===== config.mk =====
export PLATFORM = sky130hd
export DESIGN_NAME = audio_capture_serializer
export DESIGN_NICKNAME = d
export VERILOG_FILES = /design/src/rtl/audio_capture_serializer.sv
export SDC_FILE = /design/constraint.sdc
export NUM_CORES = 1
export LEC_CHECK = 0
export ABC_CLOCK_PERIOD_IN_PS = 5450
export BUFFER_PORTS_ARGS = -buffer_cell sky130_fd_sc_hd__buf_2
export CAP_MARGIN = 20
export CORE_MARGIN = 1
export CORE_UTILIZATION = 64
export CTS_BUF_LIST = sky130_fd_sc_hd__clkbuf_4 sky130_fd_sc_hd__clkbuf_8
export DETAILED_ROUTE_END_ITERATION = 8
export PLACE_DENSITY = 0.95
export SYNTH_ARGS = -nofsm -noshare
export SYNTH_HDL_FRONTEND = slang
export SYNTH_SLANG_ARGS = --single-unit

===== constraint.sdc =====
create_clock -name clk -period 5.45 [get_ports clk]
set_input_delay 0.2725 -clock clk [delete_from_list [all_inputs] [get_ports clk]]
set_output_delay 0.2725 -clock clk [all_outputs]
set_load 0.005 [all_outputs]

===== src/rtl/audio_capture_serializer.sv =====
module audio_capture_serializer #(
  parameter int NCH  = 6,
  parameter int LANE = 32
) (
  input  logic                  clk,
  input  logic                  rst,
  input  logic                  bclk,
  input  logic                  fclk,
  input  logic [1:0]            fmt,
  input  logic [1:0]            wl_sel,
  input  logic [1:0]            tdm_ch,
  input  logic [7:0]            tdm_off,
  input  logic [NCH*LANE-1:0]   smp_data,
  input  logic                  smp_valid,
  output logic                  sdo,
  output logic                  smp_req
);
  localparam int CW = $clog2(NCH);
  localparam int IW = $clog2(NCH*LANE);
  localparam logic [1:0] F_I2S = 2'd0, F_LJ = 2'd1, F_TDMB = 2'd2, F_TDMA = 2'd3;

  logic                bq, fprev, run, dly_run;
  logic [8:0]          dly, lead;
  logic [CW-1:0]       slot, s_cur;
  logic [5:0]          bitc, b_cur, wl;
  logic [CW:0]         nch;
  logic [NCH*LANE-1:0] pend, lat, src;
  logic                fall, mark, start, active, last_bit, last_slot;
  logic [IW-1:0]       idx;

  always_comb begin
    case (wl_sel)
      2'd0:    wl = 6'd16;
      2'd1:    wl = 6'd20;
      2'd2:    wl = 6'd24;
      default: wl = 6'd32;
    endcase
    if (fmt == F_I2S || fmt == F_LJ) nch = (CW+1)'(2);
    else if (tdm_ch == 2'd0)         nch = (CW+1)'(2);
    else if (tdm_ch == 2'd1)         nch = (CW+1)'(4);
    else                             nch = (CW+1)'(6);
    case (fmt)
      F_I2S:   lead = 9'd1;
      F_LJ:    lead = 9'd0;
      F_TDMB:  lead = {1'b0, tdm_off};
      default: lead = {1'b0, tdm_off} + 9'd1;
    endcase
  end

  assign fall   = bq & ~bclk;
  assign mark   = fall & ((fmt == F_I2S) ? (fprev & ~fclk) : (~fprev & fclk));
  assign start  = mark ? (lead == 9'd0) : (fall & dly_run & (dly == 9'd1));
  assign active = start | (fall & run);
  assign s_cur  = start ? '0 : slot;
  assign b_cur  = start ? '0 : bitc;
  assign src    = start ? pend : lat;
  assign idx    = IW'(s_cur) * IW'(LANE) + IW'(LANE-1) - IW'(b_cur);
  assign last_bit  = (b_cur + 6'd1) >= wl;
  assign last_slot = ({1'b0, s_cur} + (CW+1)'(1)) >= nch;

  always_ff @(posedge clk) begin
    if (rst) begin
      bq <= 1'b0; fprev <= 1'b0; run <= 1'b0; dly_run <= 1'b0; dly <= '0;
      slot <= '0; bitc <= '0; pend <= '0; lat <= '0; sdo <= 1'b0; smp_req <= 1'b0;
    end else begin
      bq      <= bclk;
      smp_req <= start;
      if (smp_valid) pend <= smp_data;
      if (fall) begin
        fprev <= fclk;
        sdo   <= active ? src[idx] : 1'b0;
        if (start) lat <= pend;
        if (mark && lead != 9'd0) begin
          dly     <= lead;
          dly_run <= 1'b1;
        end else if (start) begin
          dly_run <= 1'b0;
        end else if (dly_run) begin
          dly <= dly - 9'd1;
        end
        if (active) begin
          if (last_bit) begin
            bitc <= '0;
            slot <= s_cur + CW'(1);
            run  <= ~last_slot;
          end else begin
            bitc <= b_cur + 6'd1;
            slot <= s_cur;
            run  <= 1'b1;
          end
        end
      end
    end
  end

  p_reset_quiet_r1: assert property (@(posedge clk) rst |=> (sdo == 1'b0 && !smp_req));
  p_sdo_on_fall_r10: assert property (@(posedge clk) disable iff (rst) !fall |=> $stable(sdo));
  p_req_single_r9: assert property (@(posedge clk) disable iff (rst) smp_req |=> !smp_req);
  p_slot_bound_r6: assert property (@(posedge clk) disable iff (rst) run |-> (slot < CW'(NCH)));
  p_idle_zero_r7: assert property (@(posedge clk) disable iff (rst) (fall && !run && !start) |=> (sdo == 1'b0));
endmodule


==> metrics.md <==
| Metric | Value |
|---|---|
| Routed wire length | 53.8 mm |
| Syn. warnings | 0 |
| Max Cap Viol | 0 |
| Syn Nets | 2,122 |
| Yosys reg bits | 408 |
| Initial Utilization | about two thirds |
| CP max stage delay | around 650 ps |
| Cell Pwr Density | 304 nW/um^2 |
| Setup skew after layout | 37.4 ps |
| Vias in the first global route | 16,200 |
| CP Launch Type | register |
| Cts bufs inserted | between 60 and 70 |
| Part of the Yosys area used for sequential elements | slightly below 50% |
| Worst-Skew Late Latency | around 600 ps |
| Fin crit share | 79.0% |
| Slowest CP cell | buf_12 |
| CP endpoint kind | register |
| Leading cell type in the layout, fill and taps excluded | nand2_1 |
| CTS tree | built |
| F_max | around 230 MHz |
| Worst reg2reg setup slack | 1140 ps |
| Slew @ Worst Pin | between 1000 and 1500 ps |
| Via density | 6.07 |
| Max clock buf depth | 3 |
| Outcome | complete, no violations |
| Worst-path clk slew | ~60 ps |
| Core Box Area | ~26,000 sq um |
| First-pass GRT wire length | 82.9 mm |
| Initial antenna violation count | 7 |
| Critical path, cell by cell | ha_1, and3b_1, nand3_1, a21o_1, a211oi_4, and2_4, buf_12, nor2_1, ha_1, a21boi_0, o21ai_0, nand2b_1, a21o_1, a21oi_1, o21ai_0, a21oi_1 |
| Hold endpoint | pend[34] |
| Clock tree sinks | 408 |
| # setup viols final | 0 |
| Worst Path Required | 5850 ps |
| Final Hold Fails | 0 |
| Number of flops mapped to enable cells by yosys | 0 |
| Dpl hpwl | 25.4 mm |
| Synth top area cells | dfxtp_1 48%, mux2i_1 12%, nand2_1 9.7% |
| Post-synth top area share | 48.0% |
| Total gr overflow | 0 |
| Worst hold stages | 3 |
| Peak supply drop | 238 uV |
| Crit path kind | register to register |
| Nets | 2,455 |
| Vias post-DR | 15,800 |
| Width of the die | 165 um |
| Grt met3 use | 11.6% |
| Met2 Use GR | between 60% and 70% |
| RePlAce Congestion | 0.875 |
| Most Crowded Layer GR | met2 |
| Top FF cell, synth | dfxtp_1 |
| Antenna viol nets, final | 0 |
| Slew HR | 25.3% |
| Post-layout min period | 4310 ps |
| Synth Instances | 1,896 |
| RR Startpoint | dly[0] |
| Crit-path max FO | 210 |
| Routed len/inst | 20.6 um |
| I/O Buffers | 212 |
| Layout cells sized above 1 | 17.3% |
| Commonest cells after routing, fill and taps aside | 438 x nand2_1, 404 x dfxtp_1, 225 x nor2_1 |
| Leak pwr | 8.55 nW |
| Die area | 27,200 sq um |
| Remaining DRCs | 0 |
| CTS Root Cell | clkbuf_8 |
| Worst Hold Launch | smp_data[34] |
| Met1 GRT Util | 41.2% |
| Syn-to-layout area delta | 24.5% |
| Post-CTS sizing | 0 |
| Pin count of the biggest net entering global routing | 224 |
| Register-to-Register Path Depth | 16 |
| Cells after DPL | 2,306 |
| Initial detailed-routing violation count | 1,950 |
| H-tree depth | 3 |
| Total global-route track usage | about two fifths |
| Ys async rst share | 0% |
| Mean Syn Cell Area | 8.97 sq um |
| RSZ-0062 raised after global routing | no |
| Post-Syn Area | roughly 17,000 sq um |
| Pre-antenna DRT Iters | 8 |
| Slew Limit Fails | 0 |
| Leading area contributor after synthesis | dfxtp_1 |
| Worst Hold Class | input port to register |
| Library cells used by synthesis | 64 |
| Worst reg2reg endpoint | slot[2] |
| Die H | between 150 and 200 um |
| CP Data Arrival Time | 4700 ps |
| I/O pin cnt | 213 |
| Cell Rows | 59 |
| Setup Total Neg Slack | 0 ps |
| Finished Layout Cells | 2,609 |
[worst max-delay path: cells and delay by family (launching register included)]
kind	cells	cell delay, ps
buffers and inverters	1	650
AND/OR/NAND/NOR	5	740
flip-flops	1	420
AO/OA/AOI/OAI	8	1740
adder cells (fa/ha/maj)	2	530
[registers in the layout, indices dropped and copies added (netlist names)]
register / count
dly_run: 1
smp_req: 1
pend: 192
bitc: 6
fprev: 1
lat: 192
slot: 3
run: 1
dly: 9
sdo: 1
bq: 1
[worst max-delay path by stage]
stage               start      end  cells past startpoint
5_1_grt            dly[0]  slot[2]                     16
4_1_cts            dly[0]  bitc[2]                     15
3_5_place_dp   tdm_off[0]  bitc[2]                     16
3_3_place_gp   tdm_off[0]  slot[0]                     17
6_report           dly[0]  slot[2]                     16
2_1_floorplan      dly[0]  slot[0]                     21
[per-layer routing]
layer,wire length [um],share of wire (%)
met3,4840,9.0
met1,18400,34
met4,3970,7.4
met5,23,0.043
met2,26500,49
[where the power goes]
part	internal [mW]	leakage, nW	total [mW]	switching [mW]
clock network	1.49	0.695	2.73	1.24
logic	0.268	4.52	0.553	0.285
registers	3.08	3.33	3.15	0.0718
[synth_stat cells, types with 15 or more instances]
| cell | instances |
|---|---|
| clkbuf_1 | 72 |
| o21ai_0 | 27 |
| ha_1 | 15 |
| mux4_2 | 41 |
| a21oi_1 | 216 |
| nor2_1 | 225 |
| buf_2 | 24 |
| nand2_1 | 438 |
| nand3_1 | 18 |
| buf_4 | 22 |
| buf_1 | 22 |
| dfxtp_1 | 408 |
| mux2i_1 | 206 |
[timing repair]
action / 4_1_cts / 5_1_grt
hold buffers: 190 / 0
buffers inserted: 0 / 0
endpoints found under the hold margin: 190 / 0
[cell families (layout without fill, tap and decap cells)]
family | count (synthesis) | in the layout | share of synthesized area (%)
AND/OR/NAND/NOR | 739 | 739 | 17.4
other | 0 | 7 | 0
adder cells (fa/ha/maj) | 15 | 15 | 1.10
flip-flops | 408 | 408 | 48.0
buffers and inverters | 158 | 529 | 4.33
XOR/XNOR | 11 | 11 | 0.567
AO/OA/AOI/OAI | 310 | 310 | 10.5
multiplexers | 255 | 255 | 18.1
[per-stage QoR]
| step | cell area (sq um) | power [mW] | setup WS, ps | hold slack [ps] | util (%) |
|---|---|---|---|---|---|
| after global placement | 17900 | 3.59 | 1330 | 438 | 68.8 |
| after CTS | 21100 | 6.32 | 1200 | 0.864 | 81.2 |
| after detailed placement | 17900 | 3.60 | 1200 | 445 | 68.8 |
| after global routing | 21200 | 6.61 | 835 | 11.2 | 81.2 |
| after floorplan | 17000 | 3.45 | 1860 | 401 | - |
| final | 21200 | 6.44 | 1140 | 6.31 | 81.2 |
[final cells by class]
class	count	area, sq um
Antenna cell	7	17.5
Clock buffer	100	1240
Clock inverter	6	61.3
Fill cell	1414	4890
Inverter	13	48.8
Multi-Input combinational cell	1330	8120
Sequential cell	408	8180
Tap cell	335	419
Timing Repair Buffer	410	3080
Power figures use the tool's default switching activity.
